### src/rtl/cwf_pkg.sv
package cwf_pkg;
  typedef enum logic [1:0] {
    ST_IDLE  = 2'd0,
    ST_FILL  = 2'd1,
    ST_WRITE = 2'd2,
    ST_HOLD  = 2'd3
  } fill_st_e;
endpackage

### src/rtl/cwf_beat_seq.sv
module cwf_beat_seq #(
  parameter int WORDS = 4,
  localparam int OFF_W = $clog2(WORDS)
) (
  input  logic             clk,
  input  logic             rst,
  input  logic             start,
  input  logic [OFF_W-1:0] start_word,
  input  logic             beat,
  output logic [OFF_W-1:0] word_idx,
  output logic [OFF_W:0]   beat_cnt
);
  logic [OFF_W-1:0] first_q;

  always_ff @(posedge clk) begin
    if (rst) begin
      first_q  <= '0;
      beat_cnt <= '0;
    end else if (start) begin
      first_q  <= start_word;
      beat_cnt <= '0;
    end else if (beat) begin
      beat_cnt <= beat_cnt + 1'b1;
    end
  end

  // wrap-around order: requested word first, modulo the line size
  assign word_idx = first_q + beat_cnt[OFF_W-1:0];

  a_r2_beat_bound: assert property (@(posedge clk) disable iff (rst)
    32'(beat_cnt) <= WORDS);
endmodule

### src/rtl/cwf_line_store.sv
module cwf_line_store #(
  parameter int WORDS  = 4,
  parameter int DATA_W = 32,
  localparam int OFF_W = $clog2(WORDS),
  localparam int LINE_W = WORDS * DATA_W
) (
  input  logic              clk,
  input  logic              rst,
  input  logic              clear,
  input  logic              wr_en,
  input  logic [OFF_W-1:0]  wr_idx,
  input  logic [DATA_W-1:0] wr_data,
  input  logic              use_en,
  input  logic [OFF_W-1:0]  use_idx,
  input  logic [OFF_W-1:0]  rd_idx,
  output logic [DATA_W-1:0] rd_data,
  output logic              rd_valid,
  output logic              rd_used,
  output logic [WORDS-1:0]  valid_mask,
  output logic [LINE_W-1:0] line_flat
);
  logic [DATA_W-1:0] mem [WORDS];
  logic [WORDS-1:0]  used_mask;

  always_ff @(posedge clk) begin
    if (wr_en) mem[wr_idx] <= wr_data;
  end

  always_ff @(posedge clk) begin
    if (rst || clear) begin
      valid_mask <= '0;
      used_mask  <= '0;
    end else begin
      if (wr_en)  valid_mask[wr_idx] <= 1'b1;
      if (use_en) used_mask[use_idx] <= 1'b1;
    end
  end

  assign rd_data  = mem[rd_idx];
  assign rd_valid = valid_mask[rd_idx];
  assign rd_used  = used_mask[rd_idx];

  for (genvar k = 0; k < WORDS; k++) begin : g_flat
    assign line_flat[k*DATA_W +: DATA_W] = mem[k];
  end

  // a word can only be marked used once it has arrived
  a_r9_used_subset: assert property (@(posedge clk) disable iff (rst)
    (used_mask & ~valid_mask) == '0);
endmodule

### src/rtl/cwf_fill_buffer.sv
module cwf_fill_buffer
  import cwf_pkg::*;
#(
  parameter int ADDR_W = 32,
  parameter int DATA_W = 32,
  parameter int WORDS  = 4,
  localparam int OFF_W    = $clog2(WORDS),
  localparam int BYTE_W   = $clog2(DATA_W / 8),
  localparam int LINE_LSB = OFF_W + BYTE_W,
  localparam int TAG_W    = ADDR_W - LINE_LSB,
  localparam int LINE_W   = WORDS * DATA_W
) (
  input  logic              clk,
  input  logic              rst,
  input  logic              fetch_req,
  input  logic [ADDR_W-1:0] fetch_addr,
  input  logic              fetch_miss,
  input  logic              fetch_nc,
  output logic              fetch_ack,
  output logic [DATA_W-1:0] fetch_data,
  output logic              bus_req,
  output logic [ADDR_W-1:0] bus_addr,
  input  logic              bus_dv,
  input  logic [DATA_W-1:0] bus_data,
  input  logic              bus_last,
  output logic              arr_wr_req,
  input  logic              arr_wr_grant,
  output logic [LINE_W-1:0] arr_line,
  output logic [TAG_W-1:0]  arr_line_addr
);
  localparam logic [ADDR_W-1:0] BYTE_MASK = ADDR_W'((1 << BYTE_W) - 1);

  fill_st_e          st;
  logic [TAG_W-1:0]  line_q;
  logic              nc_q;
  logic [TAG_W-1:0]  f_line;
  logic [OFF_W-1:0]  f_word;
  logic [OFF_W-1:0]  seq_idx;
  logic [OFF_W:0]    beat_cnt;
  logic [DATA_W-1:0] rd_data;
  logic              rd_valid, rd_used;
  logic [WORDS-1:0]  valid_mask;
  logic              match, beat, beat_hit, buf_ok, need_new, start, blocked;

  assign f_line = fetch_addr[ADDR_W-1:LINE_LSB];
  assign f_word = fetch_addr[LINE_LSB-1:BYTE_W];

  assign match    = fetch_req && (st != ST_IDLE) && (f_line == line_q);
  assign beat     = (st == ST_FILL) && bus_dv;
  assign beat_hit = beat && (seq_idx == f_word);
  assign buf_ok   = rd_valid && !(nc_q && rd_used);

  assign fetch_ack  = match && (buf_ok || beat_hit);
  assign fetch_data = buf_ok ? rd_data : bus_data;

  // a new burst: miss to another line, or refetch of a spent inhibited word
  assign need_new = fetch_req &&
                    ((!match && fetch_miss) || (match && st == ST_HOLD && !fetch_ack));
  assign start    = need_new && (st == ST_IDLE || st == ST_HOLD);
  assign blocked  = fetch_req && !match && fetch_miss;

  // the array write steps aside for any fetch that is not itself waiting on us
  assign arr_wr_req    = (st == ST_WRITE) && (!fetch_req || blocked);
  assign arr_line_addr = line_q;

  always_ff @(posedge clk) begin
    if (rst) begin
      st       <= ST_IDLE;
      line_q   <= '0;
      nc_q     <= 1'b0;
      bus_req  <= 1'b0;
      bus_addr <= '0;
    end else begin
      bus_req <= start;
      unique case (st)
        ST_FILL:  if (beat && bus_last) st <= nc_q ? ST_HOLD : ST_WRITE;
        ST_WRITE: if (arr_wr_req && arr_wr_grant) st <= ST_IDLE;
        default:  ;
      endcase
      if (start) begin
        st       <= ST_FILL;
        line_q   <= f_line;
        nc_q     <= fetch_nc;
        bus_addr <= fetch_addr & ~BYTE_MASK;
      end
    end
  end

  cwf_beat_seq #(.WORDS(WORDS)) u_seq (
    .clk        (clk),
    .rst        (rst),
    .start      (start),
    .start_word (f_word),
    .beat       (beat),
    .word_idx   (seq_idx),
    .beat_cnt   (beat_cnt)
  );

  cwf_line_store #(.WORDS(WORDS), .DATA_W(DATA_W)) u_store (
    .clk        (clk),
    .rst        (rst),
    .clear      (start),
    .wr_en      (beat),
    .wr_idx     (seq_idx),
    .wr_data    (bus_data),
    .use_en     (fetch_ack && nc_q),
    .use_idx    (f_word),
    .rd_idx     (f_word),
    .rd_data    (rd_data),
    .rd_valid   (rd_valid),
    .rd_used    (rd_used),
    .valid_mask (valid_mask),
    .line_flat  (arr_line)
  );

  a_r1_req_pulse: assert property (@(posedge clk) disable iff (rst)
    bus_req |=> !bus_req);

  a_r7_one_burst: assert property (@(posedge clk) disable iff (rst)
    (st == ST_FILL && $past(st) == ST_FILL) |-> !bus_req);

  a_r6_write_yields: assert property (@(posedge clk) disable iff (rst)
    (arr_wr_req && fetch_req) |-> !fetch_ack);

  a_r8_nc_no_write: assert property (@(posedge clk) disable iff (rst)
    arr_wr_req |-> !nc_q);

  a_r4_fill_count: assert property (@(posedge clk) disable iff (rst)
    (st == ST_FILL) |-> ($countones(valid_mask) == 32'(beat_cnt)));
endmodule

### config.mk
export PLATFORM = sky130hd
export DESIGN_NAME = cwf_fill_buffer
export DESIGN_NICKNAME = d
export VERILOG_FILES = /design/src/rtl/cwf_pkg.sv /design/src/rtl/cwf_beat_seq.sv /design/src/rtl/cwf_line_store.sv /design/src/rtl/cwf_fill_buffer.sv
export SDC_FILE = /design/constraint.sdc
export NUM_CORES = 1
export LEC_CHECK = 0
export ABC_AREA = 1
export BUFFER_PORTS_ARGS = -buffer_cell sky130_fd_sc_hd__buf_2
export CAP_MARGIN = 20
export CORE_MARGIN = 1.5
export CORE_UTILIZATION = 49
export CTS_CLUSTER_DIAMETER = 100
export DETAILED_ROUTE_END_ITERATION = 10
export PLACE_DENSITY = 0.78
export SYNTH_ARGS = -nofsm -noshare
export SYNTH_HDL_FRONTEND = slang
export SYNTH_HIERARCHICAL = 1
export SYNTH_SLANG_ARGS = --single-unit
### constraint.sdc
create_clock -name clk -period 4.5 [get_ports clk]
set_input_delay 1.35 -clock clk [delete_from_list [all_inputs] [get_ports clk]]
set_output_delay 1.35 -clock clk [all_outputs]
set_load 0.01 [all_outputs]
# Word-level counts from Yosys, hierarchy flattened
# Memories as Yosys holds them, arrays and structs flattened.
# Cells that the tools add are included.
[op_classes] n_mux=16 n_reduce_logical=36 order_cmp=4 n_addsub=2 bitwise=2 n_eq_ne=9
[op_table] op="2-to-1 mux 32 bit" n=1
[op_table] op="== test 28 bit" n=1
[op_table] op="logical AND 1 bit" n=20
[op_table] op="2-to-1 mux 1 bit" n=8
[op_table] op="OR 4 bit" n=2
[op_table] op="less-than comparator 2 x 3 -> 1 bit (second input constant)" n=2
[op_table] op="!= test 3 x 1 -> 1 bit (second input constant)" n=2
[op_table] op="AND reduction 3 bit" n=2
[op_table] op="logical OR 1 bit" n=5
[op_table] op="binary-select mux 1 bit (select 2 bit)" n=2
[op_table] op="demux 1 bit (select 2 bit)" n=2
[op_table] op="== test 2 bit (second input constant)" n=2
[op_table] op=">= comparator 2 x 1 -> 1 bit (second input constant)" n=2
[op_table] op="zero test 1 bit" n=4
[op_table] op="2-to-1 mux 2 bit" n=2
[op_table] op="!= test 2 x 1 -> 1 bit (second input constant)" n=2
[op_table] op="one-hot mux 2 bit (2 select lines)" n=1
[op_table] op="nonzero test 2 bit" n=2
[op_table] op="adder 3 x 1 -> 3 bit (second input constant)" n=1
[op_table] op="nonzero test 3 bit" n=1
[op_table] op="adder 2 bit" n=1
[op_table] op="== test 2 x 1 -> 1 bit (second input constant)" n=1
[op_table] op="== test 2 bit" n=1
[op_table] op="zero test 2 bit" n=1
[op_table] op="OR reduction 2 bit" n=1
[word_totals] output_inout_bits=223 wordCells=80 ram_bits=128 n_memories=1 ff_bits=75
[mem_list] memory="u_store.mem" depth=4 word_bits=32 read_ports=5 rd_ports_with_merged_regs=0 write_ports=1 line="cwf_line_store.sv:22" rtl="logic [DATA_W-1:0] mem [WORDS];"

# Logic depth before layout (Yosys ltp)
# Gate-level depths: netlist of run 1.
[depth] depth_word=14 depth_mapped=18 depth_no_buf=18

# Hierarchy
# Netlist of run 1, hierarchy kept.
[by_module_without_submodules] module="cwf_line_store" cells_each=561 n_inst=1 area_per_inst_um2=5761.8
[by_module_without_submodules] module="cwf_fill_buffer" cells_each=421 n_inst=1 area_per_inst_um2=2897.8
[by_module_without_submodules] module="cwf_beat_seq" cells_each=36 n_inst=1 area_per_inst_um2=246.5

# Worst setup path after synthesis of run 1
# Ideal clock, no wire load.
[synth_path] path_type="input-to-output" start="input fetch_addr[2]" end="output fetch_data[0]" n_path_buf=3 cell_stages=9 arrival_ns=2.748 path_slack_ns=0.402 path_cell_list="buf_4 > buf_2 > nand2_1 > nand3_1 > nand2_1 > nand2_1 > nand2_1 > buf_1 > mux2_2"
[synth_between] elab_chain_cells=6
[synth_lines] element="start: declaration" line="cwf_fill_buffer.sv:16" rtl="input logic [ADDR_W-1:0] fetch_addr,"
[synth_lines] element="binary-select mux 1 bit (select 2 bit)" line="cwf_line_store.sv:41" rtl="assign rd_used = used_mask[rd_idx];"
[synth_lines] element="2-to-1 mux 1 bit (not written as such)" line="cwf_line_store.sv:41"
[synth_lines] element="named net rd_used" line="cwf_fill_buffer.sv:41" rtl="logic rd_valid, rd_used;"
[synth_lines] element="logical AND 1 bit" line="cwf_fill_buffer.sv:51" rtl="assign buf_ok = rd_valid && !(nc_q && rd_used);"
[synth_lines] element="zero test 1 bit" line="cwf_fill_buffer.sv:51"
[synth_lines] element="logical AND 1 bit" line="cwf_fill_buffer.sv:51"
[synth_lines] element="2-to-1 mux 32 bit" line="cwf_fill_buffer.sv:54" rtl="assign fetch_data = buf_ok ? rd_data : bus_data;"
[synth_lines] element="end: declaration" line="cwf_fill_buffer.sv:20" rtl="output logic [DATA_W-1:0] fetch_data,"
# The timed path passes the listed nets, and every way through them passes these cells. The select of a mux whose other input is x is not followed.

# Final worst setup path of run 1
[layout_path] start="input fetch_addr[2]" end="output fetch_data[3]"
# The elaborated chain is that of the path after synthesis.

==> results of run 1 <==
[critical path, cell delays in order]
cell     delay [ps]
buf_2           170
inv_2            90
nand2_1          70
nand3_1          60
nand2_1          70
nand2_1          60
nand2_2         230
buf_12          210
mux2_2          350
buf_2           150
[final timing paths]
path                 startpoint             to  slack, ps  cells after the start
setup reg to reg          st[0]           nc_q       2070                     17
hold reg to reg     bus_addr[2]    bus_addr[2]        450                      2
setup / recovery  fetch_addr[2]  fetch_data[3]        330                     10
hold / removal      bus_addr[2]    bus_addr[2]        450                      2
[cell usage in the layout (no fill, tap or decap), types with 10 or more instances in the layout]
cell,n
nand3_1,86
inv_1,235
nor2_1,34
edfxtp_1,128
nand2_1,309
dfxtp_1,46
clkbuf_16,17
buf_4,10
buf_2,290
mux2_2,32
a21oi_1,12
o22ai_2,20
[through the flow]
step                      total power [mW]  cell area [sq um]  cells  setup slack, ps  hold slack, ps
after floorplan                       2.55               8870   1014              402             435
after global placement                2.80              10300   1486              347             441
after global routing                  4.44              10900   1519              222             487
after CTS                             4.28              10900   1518              326             455
final                                 4.27              10900   1519              331             454
after detailed placement              2.82              10300   1486              331             442
[layer usage]
metal | up-vias | part of all wire
met5 | - | 0
met4 | 0 | 0.032
met3 | 55 | 0.075
met2 | 318 | 0.50
met1 | 3414 | 0.39
li1 | 3629 | -
[power by group]
| part | internal [mW] | switching (mW) | total, mW |
|---|---|---|---|
| sequential | 1.84 | 0.0743 | 1.91 |
| combinational | 0.331 | 0.555 | 0.886 |
| clock | 0.830 | 0.644 | 1.47 |
[flip-flops by register name (all words and copies together) (netlist names)]
name,flops
u_store/mem,128
st,2
u_store/used_mask,4
u_store/valid_mask,4
bus_addr,2
arr_line_addr,28
bus_req,1
nc_q,1
u_seq/first_q,2
u_seq/beat_cnt,2
[layout make-up]
cell class | instances | area [sq um] | share of cell area
sequential | 174 | 4760 | 0.437
multi-input combinational | 541 | 2760 | 0.254
timing repair buffer | 303 | 1590 | 0.146
inverter | 239 | 905 | 0.0830
clock buffer | 18 | 429 | 0.0394
tap | 229 | 287 | 0.0263
clock inverter | 14 | 156 | 0.0144
antenna | 1 | 2.50 | 0.000230
==> flow_summary_export.csv, run 1 <==
group,metric,value,unit
grt,grt_usage,0.233,
finish,nFillCells,1504,
clocking,clock_path_buffers,2,
job,drv_cap,0,
floorplanning,die_h,138,microns
logic_synthesis,avgSynthCellArea,8.75,sq um
min_path,hp-class,"reg2reg",
floorplanning,ioPinCount,295,
clocking,cts_resized,0,
finish,utilization,0.611,
logic_synthesis,syn_area,8870,sq um
power_and_ir_drop,peakVddDrop,0.291,mV
routing,drt_wl_total,22.9,mm
grt,top_usage_layer,"met2",
routing,route.detailed.drc,0,
worst_setup_path,worstSetupPathType,"in2out",
sta,finalCriticalPeriod,4170,ps
logic_synthesis,ys_warn_count,6,
place,place_congestion,0.898,
grt,grt_pass1_wl,33.2,mm
logic_synthesis,synthCells,1013,
worst_setup_path,endpoint_kind,"primary output",
floorplanning,initial_core_util,0.497,
sta,rsz0062_at_grt,"false",
routing,via_count,7416,
power_and_ir_drop,power_density,392,nW/um^2
sta,finalSetupTns,0,ps
floorplanning,core,17800,sq um
grt,use_met1,0.280,
sta,worst_pin_slew,628,ps
clocking,cts.sinks,174,
clocking,clockRootBuffer,"clkbuf_16",
floorplanning,row_count,49,
sta,slew_headroom,0.581,
grt,grt_overflow,0,
power_and_ir_drop,power_leakage,5.59,nW
routing,drtAntennaViolNets,0,
clocking,cts_buffers,17,
finish,areaGrowthSynthToFinish,22.8,%
grt,grt_pass1_vias,6599,
finish,layout.nets,1356,
sta,clock.fmax,0.240,GHz
worst_setup_path,startpoint_type,"primary input",
clocking,cts_setup_buffers,0,
worst_setup_path,critPathRequiredTime,3150,ps
worst_setup_path,worstPathArrival,2820,ps
sta,maxSlewViolCount,0,
clocking,clk_latency,440,ps
sta,period_share,0.927,
grt,met2_usage,0.403,
routing,vias_per_cell,4.88,
grt,met3_usage,0.0397,
routing,firstDrtPassIters,5,
place,dp_hpwl,16.1,mm
sta,setup_violations,0,
sta,finalHoldViolations,0,
floorplanning,die_area,18900,sq um
place,port_buffers,290,
clocking,ctsHoldBuffers,0,
grt,grt_max_degree,65,
sta,skew,17.9,ps
worst_setup_path,worstPathMaxFanout,16,
run_status,outcome,"complete, no violations",
floorplanning,die_w,138,microns
clocking,cts_tree,"yes",
finish,drive_gt1_frac,0.308,
grt,antenna_found_initial,1,
routing,wl_per_cell,15.1,microns
clocking,ctsHtreeMaxLevel,4,
clocking,clk_pin_slew,80,ps
routing,drtIter0Drc,435,
(Power assumes the default switching activity.)
==> run 2, diff against run 1 <==
==> constraint.sdc (replaced) <==
create_clock -name clk -period 5.4 [get_ports clk]
set_input_delay 1.62 -clock clk [delete_from_list [all_inputs] [get_ports clk]]
set_output_delay 1.62 -clock clk [all_outputs]
set_load 0.01 [all_outputs]
==> flow_summary_export.csv, run 2 (synthesized netlist as in run 1, its figures left out) <==
group,metric,value,unit
worst_setup_path,cpMaxStageDelayCell,"buf_4",
worst_setup_path,worstSetupPathType,"in2out",
grt,grt_pass1_wl,32.7,mm
clocking,cts_setup_buffers,0,
sta,finalCriticalPeriod,4950,ps
worst_setup_path,worstPathCellList,"buf_2, inv_2, buf_4, nand2_1, nand3_1, nand2_1, mux2_2, buf_2",
place,port_buffers,290,
finish,final_cells,1516,
sta,worst_pin_slew,916,ps
place,dp_hpwl,15.8,mm
min_path,min_delay_path_depth,2,
clocking,clock_path_buffers,2,
routing,vias_per_cell,4.87,
job,drv_cap,0,
grt,grt_usage,0.229,
place,numPlacedInstances,1483,
power_and_ir_drop,power_density,319,nW/um^2
sta,rsz0062_at_grt,"false",
worst_setup_path,worstRegToRegCells,15,
power_and_ir_drop,power_leakage,5.54,nW
finish,largest_reg_flops,128,
clocking,clk_pin_slew,60,ps
worst_setup_path,worstPathArrival,3330,ps
power_and_ir_drop,peakVddDrop,0.228,mV
grt,grt_max_degree,57,
sta,finalSetupTns,0,ps
worst_setup_path,startpoint_type,"primary input",
routing,drt_wl_total,22.3,mm
worst_setup_path,r2r-start,"st[1]",
sta,period_share,0.916,
routing,firstDrtPassIters,5,
finish,layout.nets,1353,
sta,maxSlewViolCount,0,
finish,nFillCells,1524,
finish,regMostFlops,"u_store/mem",
grt,grt_overflow,0,
routing,drtAntennaViolNets,0,
worst_setup_path,slowest_delay,560,ps
floorplanning,die_w,138,microns
finish,final_cell_mix,"nand2_1, buf_2, inv_1",
routing,via_count,7390,
clocking,cts_buffers,17,
sta,skew,9.38,ps
worst_setup_path,worstReg2RegEnd,"nc_q",
place,place_congestion,0.916,
clocking,cts_resized,0,
routing,drtIter0Drc,423,
worst_setup_path,critPathRequiredTime,3780,ps
clocking,cts_tree,"yes",
floorplanning,initial_core_util,0.497,
worst_setup_path,endpoint_kind,"primary output",
routing,route.detailed.drc,0,
finish,areaGrowthSynthToFinish,21.8,%
worst_setup_path,reg2reg_slack,2780,ps
clocking,ctsHoldBuffers,0,
floorplanning,ioPinCount,295,
min_path,hp-class,"reg2reg",
sta,slew_headroom,0.389,
floorplanning,row_count,49,
finish,final_common_cell,"nand2_1",
run_status,outcome,"complete, no violations",
min_path,hp-start,"u_store/used_mask[0]",
floorplanning,die_h,138,microns
sta,clock.fmax,0.202,GHz
grt,grt_pass1_vias,6492,
floorplanning,core,17800,sq um
min_path,min_to,"u_store/used_mask[0]",
sta,timing.hold.ws,457,ps
clocking,clk_latency,420,ps
sta,finalHoldViolations,0,
worst_setup_path,worstPathMaxFanout,56,
clocking,ctsHtreeMaxLevel,4,
floorplanning,die_area,18900,sq um
clocking,cts.sinks,174,
finish,drive_gt1_frac,0.306,
clocking,clockRootBuffer,"clkbuf_16",
grt,antenna_found_initial,1,
routing,wl_per_cell,14.7,microns
sta,setup_violations,0,
[run 2: layout make-up]
cell class                      instances  area, sq um  share of cell area
Antenna cell                            1         2.50            0.000232
Clock buffer                           19          433              0.0401
Clock inverter                         13          108             0.00996
Inverter                              239          905              0.0837
Multi-Input combinational cell        541         2760               0.256
Sequential cell                       174         4760               0.441
Tap cell                              229          287              0.0265
Timing Repair Buffer                  300         1540               0.142
[run 2: metrics by stage]
step	power [mW]	instance area (sq um)	setup WS [ps]	utilization
finish	3.45	10800	455	0.605
floorplan	2.13	8870	762	-
global placement	2.33	10300	474	0.575
detailed placement	2.34	10300	459	0.575
CTS	3.47	10800	455	0.605
global route	3.61	10800	336	0.605
[run 2: worst max path at each step]
stage / from / endpoint / slack, ps / cells after the start
6_report: fetch_addr[2] / fetch_data[29] / 450 / 8
5_1_grt: fetch_addr[2] / fetch_data[29] / 340 / 8
4_1_cts: fetch_addr[2] / fetch_data[29] / 460 / 8
3_5_place_dp: fetch_addr[2] / fetch_data[29] / 460 / 8
3_3_place_gp: fetch_addr[2] / fetch_data[22] / 470 / 8
2_1_floorplan: fetch_addr[2] / fetch_data[0] / 760 / 9
[run 2: routing by layer]
metal	share of wire	vias up	global-route usage	wire length, microns
met5	0	-	0	0
met4	0.028	0	0.106	618
met3	0.067	41	0.0394	1500
met2	0.50	308	0.394	11200
met1	0.40	3431	0.279	9000
li1	-	3610	-	-
[run 2: worst max-delay path: cells and delay by family]
family,cells,cell delay [ps]
mux,1,260
buf+inv,4,1110
simple gates,3,310
[run 2: report_power, final]
group / switching (mW) / internal [mW] / leakage (nW)
registers: 0.0613 / 1.53 / 1.53
clock network: 0.531 / 0.600 / 0.265
logic: 0.455 / 0.269 / 3.75
==> run 3, diff against run 2 <==
--- a/config.mk
+++ b/config.mk
@@ -6,13 +6,12 @@
 export NUM_CORES = 1
 export LEC_CHECK = 0
 export ABC_AREA = 1
-export BUFFER_PORTS_ARGS = -buffer_cell sky130_fd_sc_hd__buf_2
 export CAP_MARGIN = 20
 export CORE_MARGIN = 1.5
 export CORE_UTILIZATION = 49
 export CTS_CLUSTER_DIAMETER = 100
 export DETAILED_ROUTE_END_ITERATION = 10
-export PLACE_DENSITY = 0.78
+export DONT_BUFFER_PORTS = 1
 export SYNTH_ARGS = -nofsm -noshare
 export SYNTH_HDL_FRONTEND = slang
 export SYNTH_HIERARCHICAL = 1
==> flow_summary_export.csv, run 3 (synthesized netlist as in run 1, its figures left out) <==
group,metric,value,unit
finish,design_area,9370,sq um
power_and_ir_drop,report.power.total,3.36,mW
power_and_ir_drop,power_leakage,4.32,nW
sta,setup_violations,0,
routing,wl_per_cell,17.4,microns
routing,vias_per_cell,5.02,
routing,firstDrtPassIters,5,
routing,route.detailed.drc,0,
place,port_buffers,0,
power_and_ir_drop,p_switching,0.995,mW
finish,n_antenna_cell,0,
sta,setup_ws,808,ps
sta,worst_pin_slew,720,ps
floorplanning,ioPinCount,295,
grt,grt_max_degree,76,
floorplanning,die_w,138,microns
sta,finalHoldViolations,0,
clocking,cts_buffers,17,
power_and_ir_drop,peakVddDrop,0.232,mV
routing,via_count,6142,
power_and_ir_drop,comb_power_share,0.152,
worst_setup_path,worstPathMaxFanout,41,
power_and_ir_drop,clock_power_share,0.357,
sta,skew,8.68,ps
clocking,cts_tree,"yes",
finish,final_common_cell,"nand2_1",
power_and_ir_drop,internal-power,2.36,mW
finish,final_cell_mix,"nand2_1, inv_1, edfxtp_1",
clocking,clk_pin_slew,60,ps
place,pre_cts_slack,777,ps
clocking,cts_setup_buffers,0,
clocking,ctsHoldBuffers,0,
clocking,cts_resized,0,
clocking,clockRootBuffer,"clkbuf_16",
grt,grt_overflow,0,
power_and_ir_drop,power_density,358,nW/um^2
worst_setup_path,critPathRequiredTime,3780,ps
clocking,clock_path_buffers,2,
grt,grt_pass1_wl,30.6,mm
power_and_ir_drop,sw_frac_of_total,0.296,
place,placed_cell_area,8790,sq um
routing,drt_wl_total,21.3,mm
job,drv_cap,0,
grt,grt_usage,0.218,
floorplanning,core,17800,sq um
sta,slew_headroom,0.520,
sta,clock.fmax,0.218,GHz
worst_setup_path,worstPathArrival,2970,ps
clocking,cts.sinks,174,
clocking,clk_latency,420,ps
sta,finalCriticalPeriod,4590,ps
sta,rsz0062_at_grt,"false",
routing,drtIter0Drc,418,
place,dp_hpwl,14.2,mm
clocking,ctsHtreeMaxLevel,4,
finish,regMostFlops,"u_store/mem",
power_and_ir_drop,p_seq_frac,0.491,
finish,largest_reg_flops,128,
sta,maxSlewViolCount,0,
run_status,outcome,"complete, no violations",
worst_setup_path,worstSetupPathType,"in2out",
floorplanning,die_area,18900,sq um
floorplanning,row_count,49,
place,place_congestion,0.858,
worst_setup_path,endpoint_kind,"primary output",
worst_setup_path,startpoint_type,"primary input",
sta,finalSetupTns,0,ps
min_path,hp-class,"reg2reg",
sta,period_share,0.850,
floorplanning,initial_core_util,0.497,
grt,grt_pass1_vias,5596,
routing,drtAntennaViolNets,0,
finish,drive_gt1_frac,0.104,
finish,areaGrowthSynthToFinish,5.69,%
finish,nFillCells,1660,
grt,antenna_found_initial,0,
finish,layout.nets,1061,
floorplanning,die_h,138,microns
## run 3: cell count changes in the layout (fill, tap and decap cells not counted), sizes merged
cell    previous run  this run
diode              1         0
clkinv             7         6
clkbuf            19        17
buf              300         8
bufinv             0         1
inv              244       246
## run 3: power by group through the flow
stage / Sequential [mW] / Clock [mW] / Combinational, mW
global route: 1.66 / 1.28 / 0.588
CTS: 1.65 / 1.23 / 0.514
global placement: 1.68 / 0 / 0.506
finish: 1.65 / 1.20 / 0.510
detailed placement: 1.68 / 0 / 0.511
floorplan: 1.64 / 0 / 0.485
## run 3: area by class of cell
class	count	area, sq um	area share
clock buffers	17	425	0.0454
flip-flops and latches	174	4760	0.508
clock inverters	15	155	0.0166
well taps	229	287	0.0306
inverters	239	905	0.0965
repair buffers	8	72.6	0.00774
multi-input cells	541	2760	0.295
## run 3: worst max-delay path, cell delays in order
cell     delay (ps)
inv_2           330
nand3_1         130
nand2_1          70
nand2_1          60
nand2_2          70
buf_12          240
mux2_2          420
## run 3: path summary, 6_finish.rpt
kind,cells after the start,to,slack (ps),startpoint
max reg2reg,15,nc_q,2820,st[1]
max,7,fetch_data[25],810,fetch_addr[3]
min reg2reg,2,u_store/used_mask[1],460,u_store/used_mask[1]
min,2,u_store/used_mask[1],460,u_store/used_mask[1]
## run 3: per-stage QoR
stage                     hold slack, ps  utilization  cells
final                                458        0.525   1223
after global routing                 491        0.525   1223
after CTS                            460        0.525   1223
after detailed placement             449        0.493   1191
after global placement               444        0.493   1191
after floorplan                      435            -   1014
## run 3: layer usage
layer,global-route usage,vias to the layer above,wire length (microns)
met5,0,-,0
met4,0.0567,0,195
met3,0.0625,15,1860
met2,0.359,223,10200
met1,0.283,2873,9070
li1,-,3031,-
